--- config.mk ---
export PLATFORM = sky130hd
export DESIGN_NAME = panel_serial_writer
export DESIGN_NICKNAME = d
export VERILOG_FILES = /design/src/rtl/panel_ser_pkg.sv /design/src/rtl/psw_phase_timer.sv /design/src/rtl/psw_frame_shifter.sv /design/src/rtl/panel_serial_writer.sv
export SDC_FILE = /design/constraint.sdc
export NUM_CORES = 1
export LEC_CHECK = 0
export ABC_AREA = 1
export ABC_CLOCK_PERIOD_IN_PS = 1600
export BUFFER_PORTS_ARGS = -buffer_cell sky130_fd_sc_hd__buf_2
export CORE_MARGIN = 3
export CORE_UTILIZATION = 30
export DETAILED_ROUTE_END_ITERATION = 10
export PLACE_DENSITY = 0.53
export SLEW_MARGIN = 20
export SYNTH_ARGS = -nofsm -noshare
export SYNTH_HDL_FRONTEND = slang
export SYNTH_SLANG_ARGS = --single-unit
--- constraint.sdc ---
create_clock -name clk -period 1.6 [get_ports clk]
set_input_delay 0.08 -clock clk [delete_from_list [all_inputs] [get_ports clk]]
set_output_delay 0.08 -clock clk [all_outputs]
set_load 0.02 [all_outputs]
--- src/rtl/panel_ser_pkg.sv ---
`timescale 1ns/1ps
package panel_ser_pkg;

   typedef enum logic [2:0] {
      PS_IDLE,
      PS_LEAD,
      PS_BLO,
      PS_BHI,
      PS_GAP,
      PS_TAIL
   } psw_state_e;

   typedef enum logic {
      FK_INDEX = 1'b0,
      FK_DATA  = 1'b1
   } psw_kind_e;

endpackage

--- src/rtl/psw_phase_timer.sv ---
`timescale 1ns/1ps
module psw_phase_timer #(
   parameter int PHASE_CYCLES = 4
) (
   input  logic clk,
   input  logic rst,
   input  logic restart,
   output logic tick
);
   localparam int CNT_W = (PHASE_CYCLES > 1) ? $clog2(PHASE_CYCLES) : 1;
   localparam logic [CNT_W-1:0] RELOAD = CNT_W'(PHASE_CYCLES - 1);

   logic [CNT_W-1:0] cnt;

   always_ff @(posedge clk) begin
      if (rst)               cnt <= '0;
      else if (restart)      cnt <= RELOAD;
      else if (cnt != '0)    cnt <= cnt - 1'b1;
   end

   assign tick = (cnt == '0);

   AST_RELOAD_NO_TICK: assert property (@(posedge clk) disable iff (rst)
      (restart && (PHASE_CYCLES > 1)) |=> !tick) else $error("early tick");
endmodule

--- src/rtl/psw_frame_shifter.sv ---
`timescale 1ns/1ps
module psw_frame_shifter #(
   parameter int              ID_W   = 6,
   parameter logic [ID_W-1:0] DEV_ID = 6'h1D,
   parameter int              PAY_W  = 16
) (
   input  logic             clk,
   input  logic             rst,
   input  logic             load,
   input  logic             load_kind,
   input  logic [PAY_W-1:0] load_payload,
   input  logic             shift,
   output logic             msb
);
   localparam int FRAME_W = ID_W + 2 + PAY_W;

   logic [FRAME_W-1:0] sr;

   always_ff @(posedge clk) begin
      if (rst)        sr <= '1;
      else if (load)  sr <= {DEV_ID, load_kind, 1'b0, load_payload};
      else if (shift) sr <= {sr[FRAME_W-2:0], 1'b1};
   end

   assign msb = sr[FRAME_W-1];

   AST_LOAD_SHIFT_EXCL: assert property (@(posedge clk) disable iff (rst)
      !(load && shift)) else $error("load and shift together");
endmodule

--- src/rtl/panel_serial_writer.sv ---
`timescale 1ns/1ps
module panel_serial_writer
   import panel_ser_pkg::*;
#(
   parameter int              PHASE_CYCLES = 4,
   parameter int              GAP_PHASES   = 10,
   parameter int              ID_W         = 6,
   parameter logic [ID_W-1:0] DEV_ID       = 6'h1D,
   parameter int              PAY_W        = 16
) (
   input  logic             clk,
   input  logic             rst,
   input  logic             start,
   input  logic [PAY_W-1:0] reg_addr,
   input  logic [PAY_W-1:0] reg_data,
   output logic             busy,
   output logic             done,
   output logic             pnl_en_n,
   output logic             pnl_sclk,
   output logic             pnl_sdo
);
   localparam int FRAME_W = ID_W + 2 + PAY_W;
   localparam int BIT_W   = $clog2(FRAME_W);
   localparam int GAP_W   = (GAP_PHASES > 1) ? $clog2(GAP_PHASES) : 1;
   localparam logic [BIT_W-1:0] LAST_BIT   = BIT_W'(FRAME_W - 1);
   localparam logic [GAP_W-1:0] GAP_RELOAD = GAP_W'(GAP_PHASES - 1);

   generate
      if (PHASE_CYCLES < 1) begin : g_bad_phase
         $error("PHASE_CYCLES must be at least 1");
      end
      if (GAP_PHASES < 1) begin : g_bad_gap
         $error("GAP_PHASES must be at least 1");
      end
      if (PAY_W < 1 || ID_W < 1) begin : g_bad_width
         $error("frame field widths must be positive");
      end
   endgenerate

   psw_state_e       state;
   psw_kind_e        kind;
   logic [BIT_W-1:0] bit_left;
   logic [GAP_W-1:0] gap_left;
   logic [PAY_W-1:0] data_q;

   logic tick, adv, accept, restart;
   logic sh_load, sh_shift, sh_msb, sh_kind;
   logic [PAY_W-1:0] sh_pay;

   assign accept  = (state == PS_IDLE) && start;
   assign adv     = (state != PS_IDLE) && tick;
   assign restart = accept || adv;

   assign sh_load  = accept || ((state == PS_GAP) && tick && (gap_left == '0));
   assign sh_kind  = (state == PS_GAP);
   assign sh_pay   = (state == PS_GAP) ? data_q : reg_addr;
   assign sh_shift = adv && ((state == PS_LEAD) ||
                             ((state == PS_BHI) && (bit_left != '0)));

   psw_phase_timer #(.PHASE_CYCLES(PHASE_CYCLES)) u_timer (
      .clk     (clk),
      .rst     (rst),
      .restart (restart),
      .tick    (tick)
   );

   psw_frame_shifter #(.ID_W(ID_W), .DEV_ID(DEV_ID), .PAY_W(PAY_W)) u_shift (
      .clk          (clk),
      .rst          (rst),
      .load         (sh_load),
      .load_kind    (sh_kind),
      .load_payload (sh_pay),
      .shift        (sh_shift),
      .msb          (sh_msb)
   );

   always_ff @(posedge clk) begin
      if (rst) begin
         state    <= PS_IDLE;
         kind     <= FK_INDEX;
         bit_left <= '0;
         gap_left <= '0;
         data_q   <= '0;
         busy     <= 1'b0;
         done     <= 1'b0;
         pnl_en_n <= 1'b1;
         pnl_sclk <= 1'b1;
         pnl_sdo  <= 1'b1;
      end else begin
         done <= 1'b0;
         case (state)
            PS_IDLE: begin
               if (start) begin
                  state    <= PS_LEAD;
                  kind     <= FK_INDEX;
                  data_q   <= reg_data;
                  busy     <= 1'b1;
                  pnl_en_n <= 1'b0;
               end
            end
            PS_LEAD: begin
               if (tick) begin
                  state    <= PS_BLO;
                  bit_left <= LAST_BIT;
                  pnl_sclk <= 1'b0;
                  pnl_sdo  <= sh_msb;
               end
            end
            PS_BLO: begin
               if (tick) begin
                  state    <= PS_BHI;
                  pnl_sclk <= 1'b1;
               end
            end
            PS_BHI: begin
               if (tick) begin
                  if (bit_left == '0) begin
                     pnl_en_n <= 1'b1;
                     pnl_sdo  <= 1'b1;
                     if (kind == FK_DATA) begin
                        state <= PS_TAIL;
                     end else begin
                        state    <= PS_GAP;
                        gap_left <= GAP_RELOAD;
                     end
                  end else begin
                     state    <= PS_BLO;
                     bit_left <= bit_left - 1'b1;
                     pnl_sclk <= 1'b0;
                     pnl_sdo  <= sh_msb;
                  end
               end
            end
            PS_GAP: begin
               if (tick) begin
                  if (gap_left == '0) begin
                     state    <= PS_LEAD;
                     kind     <= FK_DATA;
                     pnl_en_n <= 1'b0;
                  end else begin
                     gap_left <= gap_left - 1'b1;
                  end
               end
            end
            PS_TAIL: begin
               if (tick) begin
                  state <= PS_IDLE;
                  busy  <= 1'b0;
                  done  <= 1'b1;
               end
            end
            default: state <= PS_IDLE;
         endcase
      end
   end

   AST_IDLE_HIGH: assert property (@(posedge clk) disable iff (rst)
      !busy |-> (pnl_en_n && pnl_sclk && pnl_sdo)) else $error("idle not high");
   AST_DONE_ENDS_BUSY: assert property (@(posedge clk) disable iff (rst)
      done |-> (!busy && $past(busy))) else $error("done without busy end");
   AST_DONE_ONE_CYCLE: assert property (@(posedge clk) disable iff (rst)
      done |=> !done) else $error("done too long");
   AST_SDO_ON_FALL: assert property (@(posedge clk) disable iff (rst)
      (!pnl_en_n && $past(!pnl_en_n) && !$stable(pnl_sdo)) |-> $fell(pnl_sclk))
      else $error("data moved off clock fall");
   AST_GAP_LINES_HIGH: assert property (@(posedge clk) disable iff (rst)
      (busy && pnl_en_n) |-> (pnl_sdo && pnl_sclk)) else $error("gap lines low");
   AST_START_IGNORED: assert property (@(posedge clk) disable iff (rst)
      (busy && start) |=> $stable(data_q)) else $error("busy start taken");
endmodule

==> metrics.md, run 1 <==
| Metric | Value |
|---|---|
| Run status | finished, final reports clean |
| GR Overflow Total | 0 |
| Static leakage | 0.00167 uW |
| Largest area contributor in the netlist | dfxtp_1 |
| Post-synthesis register bit count | 60 |
| CTS H-tree lvls | 3 |
| Buffers on Ports | 39 |
| Achievable frequency | 0.666 GHz |
| DR pass1 iterations | 4 |
| Starting Density | 0.312 |
| Drt drc | 0 |
| Final core occ | 0.386 |
| Synth warn | 0 |
| Max-Slew Margin vs Limit | 0.789 |
| WS Path Type | reg -> reg |
| CP Max Fanout | 4 |
| Clk root buf | clkbuf_8 |
| WHS | 9.35 ps |
| Final worst-path cycle share | 0.938 |
| Crit path time final | around 1500 ps |
| FF-to-FF Start | bit_left[0]$_SDFFE_PP0P_ |
| Post-Synthesis Cells | 410 |
| Area of the multi-input gates | 1380 um^2 |
| Die height | 104 um |
| First-pass GRT wire length | approximately 12000 um |
| Detail Placement HPWL | 5030 um |
| Power per standard cell area | 1950 nW/um^2 |
| Clock tree from TritonCTS | built |
| Setup crit end | pnl_en_n$_SDFFE_PP1P_ |
| Worst slew pin tran | 315 ps |
| Share of layout cells above drive strength 1 | 0.232 |
| Reg2Reg Depth | 8 |
| Final wirelength | 6960 um |
| Clk_skew | 9.04 ps |
| Initial antenna violation count | 0 |
| Crit path launch | bit_left[0]$_SDFFE_PP0P_ |
| RSZ-0062 raised after global routing | true |
| Max-cap violations | 0 |
| Synth Cell Area | 2910 um^2 |
| Async SR Flop Fraction | 0 |
| Main area contributors after synthesis | dfxtp_1 41%, nand2_1 15%, nand3_1 7.1% |
| Num CTS Buffers | 9 |
| Min-Delay Path Class | in -> reg |
| Worst path required time | 1830 ps |
| # diodes | 0 |
| Avg Inst Size Synth | 7.10 um^2 |
| Num ports | 40 |
| Worst vdd ir | roughly 590 uV |
| Clock-pin slew on the worst setup and hold paths | approximately 70 ps |
| Setup WS pre-CTS | 35.4 ps |
| Final Cell Area | 3600 um^2 |
| Die width | 104 um |
| Largest net degree at the start of global routing | 33 |
| Number of synthesized flops with an enable pin | 0 |
| Core area | 9330 um^2 |
| Post-DP Area | 3300 um^2 |
| Critical Path End Type | flop |
| Vias per std cell | 4.53 |
| Vias in the first global route | approximately 2.6k |
| Most used DFF post-synth | dfxtp_1 |
| Unique masters post-synth | 33 |
| Top cell type's share of synthesized area | 0.413 |
| 1st-iter DRT viols | 80 |
| Vias | ~2.7k |
| FF-to-FF End | pnl_en_n$_SDFFE_PP1P_ |
| Post-synthesis sequential area ratio | 0.413 |
| Post-DRT Antenna Nets | 0 |
| Routability cong. | 0.801 |
| CP Data Arrival Time | 1740 ps |
| Startpoint Class | flop |
| R2R Setup Slk | around 99 ps |
| Final nets | between 500 and 600 |
| CTS sink cnt | 60 |
| Synth-to-Final Area Change | 23.8% |
| Fillers | 1019 |
| Syn nets | 448 |
| GRT Util Overall | 0.136 |
| Clock Path Buffers | 2 |
| Die area | 10900 um^2 |
| Setup-failing EPs final | 0 |
| Final max-slew violation count | 0 |
| Post-route setup slack | 98.9 ps |
| Total power | between 7000 and 8000 uW |
| Rows | 35 |
| Final hold violations | 0 |
| WL/cell | 11.5 um |
| Seq. cell area | 1200 um^2 |
| Clock latency on the worst-skew pair | 350 ps |
cells in the mapped netlist (3+ instances only):
master    number
inv_1         43
inv_4          3
ha_1           3
nand3_1       41
a21oi_1       31
a21oi_2        3
nand2_2        5
nand2_4        3
dfxtp_1       60
nand2_1      113
nor2_1        27
buf_6          6
o211ai_1       7
o21ai_0       31
nor2_4         4
buf_2          3
clkbuf_1       6
cells in the final DEF (no fill, tap or decap), drive strengths merged:
cell         netlist  routed
o21ai             32      32
nand2            121     121
a211oi             1       1
inv               47      49
dlygate4sd3        0       6
o31ai              1       1
nand3             43      43
dfxtp             60      60
clkinv             1       2
clkinvlp           0       2
nor3               2       2
nor4               1       1
buf               12      62
bufinv             0       1
xnor2              2       2
ha                 3       3
nand4              2       2
nor2              32      32
clkbuf             7      10
or2                2       2
o211ai             7       7
a21oi             34      34
power breakdown:
part           internal [uW]  switching (uW)
logic                   1320            1950
registers               2030             282
clock network            774             664
total                   4130            2900
state kept, by name (all words and copies together), names as in the netlist:
name / count
gap_left: 4
kind: 1
u_timer.cnt: 2
pnl_en_n: 1
u_shift.sr: 24
pnl_sdo: 1
data_q: 16
state: 3
busy: 1
pnl_sclk: 1
bit_left: 5
done: 1
layer usage:
layer / wire (um) / part of all wire / vias to the layer above / track usage
li1: - / - / 1432 / -
met1: 3240 / 0.47 / 1237 / 0.163
met2: 3260 / 0.47 / 57 / 0.220
met3: 348 / 0.050 / 13 / 0.0528
met4: 115 / 0.017 / 0 / 0.0494
met5: 0 / 0 / - / 0
worst max-delay path: stages, from the launching register on:
cell and delay (ps):
dfxtp_2 340, inv_2 60, ha_2 180, nand3_1 100, buf_4 150, nor2_1 230, nor2_1 90, o21ai_0 160
nand3_1 80
through the flow:
step / cells / setup TNS (ps)
2_1_floorplan: 410 / 0
3_3_place_gp: 580 / 0
3_5_place_dp: 580 / 0
4_1_cts: 601 / 0
5_1_grt: 604 / -46.8
6_report: 604 / 0
cell families (layout without fill, tap and decap cells):
family          Yosys count  after routing  synth area share
compound gates           75             75             0.141
xor+xnor                  2              2           0.00602
simple gates            203            203             0.312
flops                    60             60             0.413
buf+inv                  67            132             0.116
fa+ha+maj                 3              3            0.0129
what timing repair did:
action                                  CTS  global route
gates resized for setup                   0            10
endpoints found under the setup margin    0            33
hold endpoints to repair                  5             1
hold buffers                              5             1
buffers inserted                          0             2
worst min-delay path by stage:
| stage | start | endpoint | slack (ps) | cells after the start |
|---|---|---|---|---|
| after floorplan | reg_addr[12] | u_shift.sr[12]$_SDFFE_PP1P_ | 260 | 2 |
| after global placement | reg_data[7] | data_q[7]$_SDFFE_PP0P_ | 360 | 3 |
| after detailed placement | reg_addr[6] | u_shift.sr[6]$_SDFFE_PP1P_ | 360 | 3 |
| after CTS | reg_data[11] | data_q[11]$_SDFFE_PP0P_ | 0.2 | 3 |
| after global routing | reg_addr[8] | u_shift.sr[8]$_SDFFE_PP1P_ | 5 | 3 |
| final | reg_addr[8] | u_shift.sr[8]$_SDFFE_PP1P_ | 9 | 3 |
final cells by class:
| cell class | instances | share of cell area |
|---|---|---|
| multi-input cells | 283 | 0.384 |
| repair buffers | 68 | 0.127 |
| flip-flops and latches | 60 | 0.334 |
| clock buffers | 10 | 0.0382 |
| well taps | 129 | 0.0448 |
| clock inverters | 6 | 0.0198 |
| inverters | 48 | 0.0521 |
Power figures use the tool's default switching activity.
==> run 2, diff against run 1 <==
==> constraint.sdc (replaced) <==
create_clock -name clk -period 1.6 [get_ports clk]
set_input_delay 0.24 -clock clk [delete_from_list [all_inputs] [get_ports clk]]
set_output_delay 0.24 -clock clk [all_outputs]
set_load 0.02 [all_outputs]
==> run 2 against run 1 <==
Net effect: register-to-register slack is essentially flat; cell count shrank 0.99%; highest routed layer unchanged; sequential share of layout area grew 0.57 points; sequential power is essentially flat; global-route usage shrank 0.052 points; non-clock buffer count shrank 6; clock skew is essentially flat; routed wire length shrank 0.66%; via count shrank 0.84%; clock power is essentially flat; largest power group unchanged.
==> metrics.md, run 2 (synthesis results as in run 1) <==
| Metric | Value |
|---|---|
| Clock Path Buffers | 2 |
| GRT Util Overall | 0.136 |
| Max-Slew Margin vs Limit | 0.790 |
| Min-Delay Path Class | in -> reg |
| WHS Path Cells | 3 |
| Largest net degree at the start of global routing | 33 |
| CTS sink cnt | 60 |
| Routability cong. | 0.801 |
| Vias per std cell | 4.54 |
| Starting Density | 0.312 |
| Clock latency on the worst-skew pair | 350 ps |
| Startpoint Class | flop |
| Reg2Reg Depth | 8 |
| Critical Path End Type | flop |
| Num CTS Buffers | 9 |
| Fillers | between 1k and 1.5k |
| Seq. cell area | approximately 1200 um^2 |
| Clk root buf | clkbuf_8 |
| RSZ-0062 raised after global routing | true |
| Die area | ~11000 um^2 |
| Final hold violations | 0 |
| Post-DRT Antenna Nets | 0 |
| Setup TNS | 0 ps |
| Commonest cells after routing, fill and taps aside | 112 x nand2_1, 57 x dfxtp_1, 42 x inv_1 |
| DR top layer | met4 |
| Achievable frequency | 0.666 GHz |
| Final nets | roughly 500 |
| Run status | finished, final reports clean |
| GR Overflow Total | 0 |
| Area of the multi-input gates | roughly 1400 um^2 |
| Rows | 35 |
| Clk_skew | between 9 and 10 ps |
| Biggest register | u_shift.sr |
| DR pass1 iterations | 4 |
| Synth-to-Final Area Change | 21.8% |
| Most common cell after layout, fill and taps aside | nand2_1 |
| Post-route setup slack | 99.4 ps |
| Clock tree from TritonCTS | built |
| Crit path time final | 1500 ps |
| Post-CTS Hold Buffers | 0 |
| Share of layout cells above drive strength 1 | 0.235 |
| Die height | 104 um |
| Die width | 104 um |
| Worst slew pin tran | 314 ps |
| Core area | around 9300 um^2 |
| Post-DP Area | 3300 um^2 |
| Num ports | 40 |
| Drt drc | 0 |
| CP Data Arrival Time | around 1700 ps |
| Met3 wire len | 375 um |
| Vias in the first global route | between 2k and 3k |
| First-pass GRT wire length | about 12000 um |
| Detail Placement HPWL | 5030 um |
| Power per standard cell area | 1980 nW/um^2 |
| Final max-slew violation count | 0 |
| Worst path required time | 1830 ps |
| Final worst-path cycle share | 0.938 |
| Met1 WL | roughly 3200 um |
| CTS H-tree lvls | 3 |
| Largest regs | u_shift.sr (24), data_q (16), bit_left (5) |
| Buffers on Ports | 39 |
| Final wirelength | 6910 um |
| Static leakage | 0.00164 uW |
| CP Max Fanout | 4 |
| WS Path Type | reg -> reg |
| Setup WS pre-CTS | 35.4 ps |
| Max-cap violations | 0 |
| Max incr delay on CP | 340 ps |
| Final Cell Area | between 3000 and 4000 um^2 |
| Initial antenna violation count | 0 |
| Clock-pin slew on the worst setup and hold paths | 80 ps |
| Vias | 2716 |
| DR WL met2 | 3220 um |
| WL/cell | 11.6 um |
| Worst vdd ir | 590 uV |
| Setup-failing EPs final | 0 |
| Crit-path cells | inv_2 -> ha_2 -> nand3_1 -> buf_4 -> nor2_1 -> nor2_1 -> o21ai_0 -> nand3_1 |
| 1st-iter DRT viols | 82 |
| Max stage delay cell, worst path | dfxtp_2 |
| # diodes | 0 |
| Max reg flops | 24 |
-- run 2: cell count changes in the layout (fill, tap and decap cells not counted), sizes merged --
cell | before | now
dlygate4sd3 | 6 | 0
-- run 2: critical path, delay by kind of cell, from the launching register on --
family / cells / cell delay, ps
compound gates: 1 / 160
flops: 1 / 340
buf+inv: 2 / 210
fa+ha+maj: 1 / 180
simple gates: 4 / 500
-- run 2: worst paths after layout --
path / startpoint / slack, ps / end
min reg2reg: data_q[15]$_SDFFE_PP0P_ / 450 / data_q[15]$_SDFFE_PP0P_
min: reg_addr[6] / 150 / u_shift.sr[6]$_SDFFE_PP1P_
max: bit_left[0]$_SDFFE_PP0P_ / 100 / pnl_en_n$_SDFFE_PP1P_
max reg2reg: bit_left[0]$_SDFFE_PP0P_ / 100 / pnl_en_n$_SDFFE_PP1P_
-- run 2: stage by stage --
stage | power [uW] | utilization | hold slack (ps) | instances
after floorplan | 4750 | - | 417 | 410
after global placement | 5460 | 0.354 | 434 | 580
after detailed placement | 5510 | 0.354 | 437 | 580
after CTS | 6980 | 0.376 | 143 | 596
after global routing | 7660 | 0.380 | 136 | 598
final | 7010 | 0.380 | 153 | 598
-- run 2: routing by layer --
metal,up-vias,GRT usage
met5,-,0
met4,0,0.0494
met3,13,0.0528
met2,57,0.219
met1,1225,0.163
li1,1421,-
-- run 2: timing repair --
| action | in CTS | in global routing |
|---|---|---|
| endpoints found under the hold margin | 0 | 0 |
| endpoints found under the setup margin | 0 | 33 |
| resized for setup | 0 | 10 |
| setup buffers | 0 | 2 |
-- run 2: layout make-up --
type,count,share of cell area
Clock inverter,6,0.0201
Timing Repair Buffer,62,0.112
Sequential cell,60,0.340
Clock buffer,10,0.0388
Multi-Input combinational cell,283,0.391
Inverter,48,0.0530
Tap cell,129,0.0456
-- run 2: where the power goes --
group          total (uW)  switching (uW)  internal [uW]
Sequential           2320             282           2030
Combinational        3250            1940           1310
Clock                1440             663            774
Total                7010            2890           4120
==> run 3, diff against run 2 <==
--- a/config.mk
+++ b/config.mk
@@ -15,4 +15,5 @@
 export SLEW_MARGIN = 20
 export SYNTH_ARGS = -nofsm -noshare
 export SYNTH_HDL_FRONTEND = slang
+export SYNTH_HIERARCHICAL = 1
 export SYNTH_SLANG_ARGS = --single-unit
==> run 3 against run 2 <==
Net effect: cell count rose by 1.2%; clock power fell by 14%; non-clock buffer count grew 9; synthesized area increased by 1.2%; via count up 0.99%; sequential power hardly changed; worst setup slack lost 54 ps; critical path depth stayed put.
==> metrics.md, run 3 <==
| Metric | Value |
|---|---|
| Syn nets | 450 |
| Async SR Flop Fraction | 0 |
| Final wirelength | 7150 um |
| 1st-iter DRT viols | ~130 |
| Vias per std cell | around 4.5 |
| CP Buf/Inv Count | 3 |
| CTS sink cnt | 60 |
| Drt drc | 0 |
| Non-Filler Instances | 605 |
| Rows | 35 |
| Num ports | 40 |
| Final worst-path cycle share | 0.971 |
| Worst path required time | between 1500 and 2000 ps |
| CTS H-tree lvls | 3 |
| Buffers on Ports | 39 |
| WL/cell | ~12 um |
| Max-cap violations | 0 |
| Worst slew pin tran | 374 ps |
| Die area | 11000 um^2 |
| Max incr delay on CP | 340 ps |
| Most used DFF post-synth | dfxtp_1 |
| Biggest register | u_shift/sr |
| Crit-path cells | inv_1 -> ha_2 -> o21ai_4 -> nor3_4 -> buf_12 -> buf_4 -> a21oi_1 -> nand3_1 |
| GR Overflow Total | 0 |
| Setup TNS | 0 ps |
| Post-Synthesis Cells | 412 |
| Most instantiated cells after synthesis | 84 x nand2_1, 60 x dfxtp_1, 57 x nand3_1, 45 x inv_1, 42 x a21oi_1 |
| Share of layout cells above drive strength 1 | 0.271 |
| WHS Path Cells | 3 |
| Top delay family on crit path | buffers and inverters |
| Power per standard cell area | 2090 nW/um^2 |
| Clock tree from TritonCTS | built |
| Core area | 9370 um^2 |
| Largest regs | u_shift/sr (24), data_q (16), bit_left (5) |
| Final hold violations | 0 |
| Num CTS Buffers | 9 |
| Largest area contributor in the netlist | dfxtp_1 |
| Seq. cell area | ~1200 um^2 |
| Min-Delay Path Class | in -> reg |
| Static leakage | 0.00171 uW |
| Number of cells after detailed placement | 586 |
| Post-CTS Hold Buffers | 0 |
| Crit path time final | ~1600 ps |
| Synth warn | 6 |
| RSZ-0062 raised after global routing | true |
| Post-synthesis sequential area ratio | 0.408 |
| Clock Path Buffers | 2 |
| Post-DRT Antenna Nets | 0 |
| Die height | 105 um |
| Routability cong. | ~0.8 |
| Max reg flops | 24 |
| # diodes | 0 |
| Max stage delay cell, worst path | dfxtp_1 |
| Max-Slew Margin vs Limit | 0.750 |
| Run status | finished, final reports clean |
| Top cell type's share of synthesized area | 0.408 |
| WP depth | 8 |
| Most common cell in the netlist | nand2_1 |
| Most common cell after layout, fill and taps aside | nand2_1 |
| Setup-failing EPs final | 0 |
| Number of synthesized flops with an enable pin | 0 |
| First-pass GRT wire length | roughly 12000 um |
| Largest net degree at the start of global routing | 35 |
| Achievable frequency | 0.643 GHz |
| Commonest cells after routing, fill and taps aside | 84 x nand2_1, 56 x nand3_1, 56 x dfxtp_1 |
| Clk_skew | 13.8 ps |
| Post-synthesis register bit count | 60 |
| Initial antenna violation count | 0 |
| Main area contributors after synthesis | dfxtp_1 41%, nand2_1 11%, nand3_1 9.7% |
| Clock-pin slew on the worst setup and hold paths | 70 ps |
| Clk root buf | clkbuf_8 |
| Detail Placement HPWL | between 5000 and 6000 um |
| Reg2Reg Depth | 8 |
| Worst vdd ir | between 700 and 800 uV |
| Area of the multi-input gates | between 1000 and 1500 um^2 |
| Unique masters post-synth | 29 |
| Fillers | 1019 |
| Final nets | 510 |
| Critical Path End Type | flop |
| CP Data Arrival Time | ~1800 ps |
| Avg Inst Size Synth | 7.15 um^2 |
| Starting Density | 0.314 |
| Synth-to-Final Area Change | 26.5% |
| Startpoint Class | flop |
| Final max-slew violation count | 0 |
| Die width | 105 um |
| Vias | 2743 |
| GRT Util Overall | 0.131 |
| DR pass1 iterations | 4 |
| Clock latency on the worst-skew pair | 340 ps |
| WS Path Type | reg -> reg |
| CP Max Fanout | 12 |
| Vias in the first global route | roughly 2.5k |
| Synth Cell Area | slightly below 3000 um^2 |
| WHS | 175 ps |
[run 3: cell types whose count changed in the layout (fill, tap and decap cells not counted), sizes merged, moves of 2 or more]
cell,delta
nand4,+5
nor2,-5
nand2,-25
buf,+9
a21oi,+9
o21ai,+3
o211ai,-7
nand3,+16
nand3b,+2
inv,+2
[run 3: final cells by class]
cell class                 instances  share of cell area
clock buffer                      11              0.0406
timing repair buffer              71               0.137
multi-input combinational        279               0.396
sequential                        60               0.324
tap                              129              0.0433
clock inverter                     4             0.00672
inverter                          51              0.0534
[run 3: metrics by stage]
stage	util	power, uW	instance area, um^2	worst slack, ps
detailed placement	0.366	6220	3430	-96.6
finish	0.398	7780	3730	45.7
CTS	0.390	7670	3660	1.57
global route	0.398	8450	3730	-9.20
global placement	0.366	6170	3430	-27.0
floorplan	-	5220	2960	0.203
[run 3: kinds of logic after synthesis]
kind of cell               after synthesis  synth area share
and+or+nand+nor                        194             0.317
AOI/OAI and AO/OA                       79             0.139
buffers and inverters                   73             0.115
DFF                                     60             0.408
xor gates and xnor gates                 3           0.00892
adders and majority gates                3            0.0127
[run 3: path summary, 6_finish.rpt]
path	startpoint	endpoint	slack, ps
setup / recovery	u_timer/cnt[0]$_SDFFE_PP0P_	u_shift/sr[1]$_SDFFE_PP1P_	50
hold / removal	reg_data[10]	data_q[10]$_SDFFE_PP0P_	180
setup reg to reg	u_timer/cnt[0]$_SDFFE_PP0P_	u_shift/sr[1]$_SDFFE_PP1P_	50
hold reg to reg	busy$_SDFFE_PP0P_	busy$_SDFFE_PP0P_	450
[run 3: report_power, final]
group	switching (uW)	internal (uW)	total [uW]
clock	604	632	1240
sequential	282	2020	2300
combinational	2430	1820	4240
total	3310	4470	7780
[run 3: per-layer routing]
layer / GRT usage / wire length, um / up-vias / part of all wire
met5: 0 / 0 / - / 0
met4: 0.0562 / 90 / 0 / 0.013
met3: 0.0321 / 248 / 7 / 0.035
met2: 0.209 / 3350 / 42 / 0.47
met1: 0.168 / 3450 / 1239 / 0.48
li1: - / - / 1455 / -
[run 3: worst reg2reg max path: stages (launching register included)]
cell and delay, ps:
dfxtp_1 340, inv_1 50, ha_2 210, o21ai_4 190, nor3_4 70, buf_12 140, buf_4 180, a21oi_1 160
nand3_1 100
[run 3: what timing repair did]
item / 4_1_cts / 5_1_grt
gates resized for setup: 7 / 16
endpoints found under the setup margin: 24 / 28
endpoints found under the hold margin: 0 / 0
pin swaps: 0 / 3
setup buffers: 1 / 3
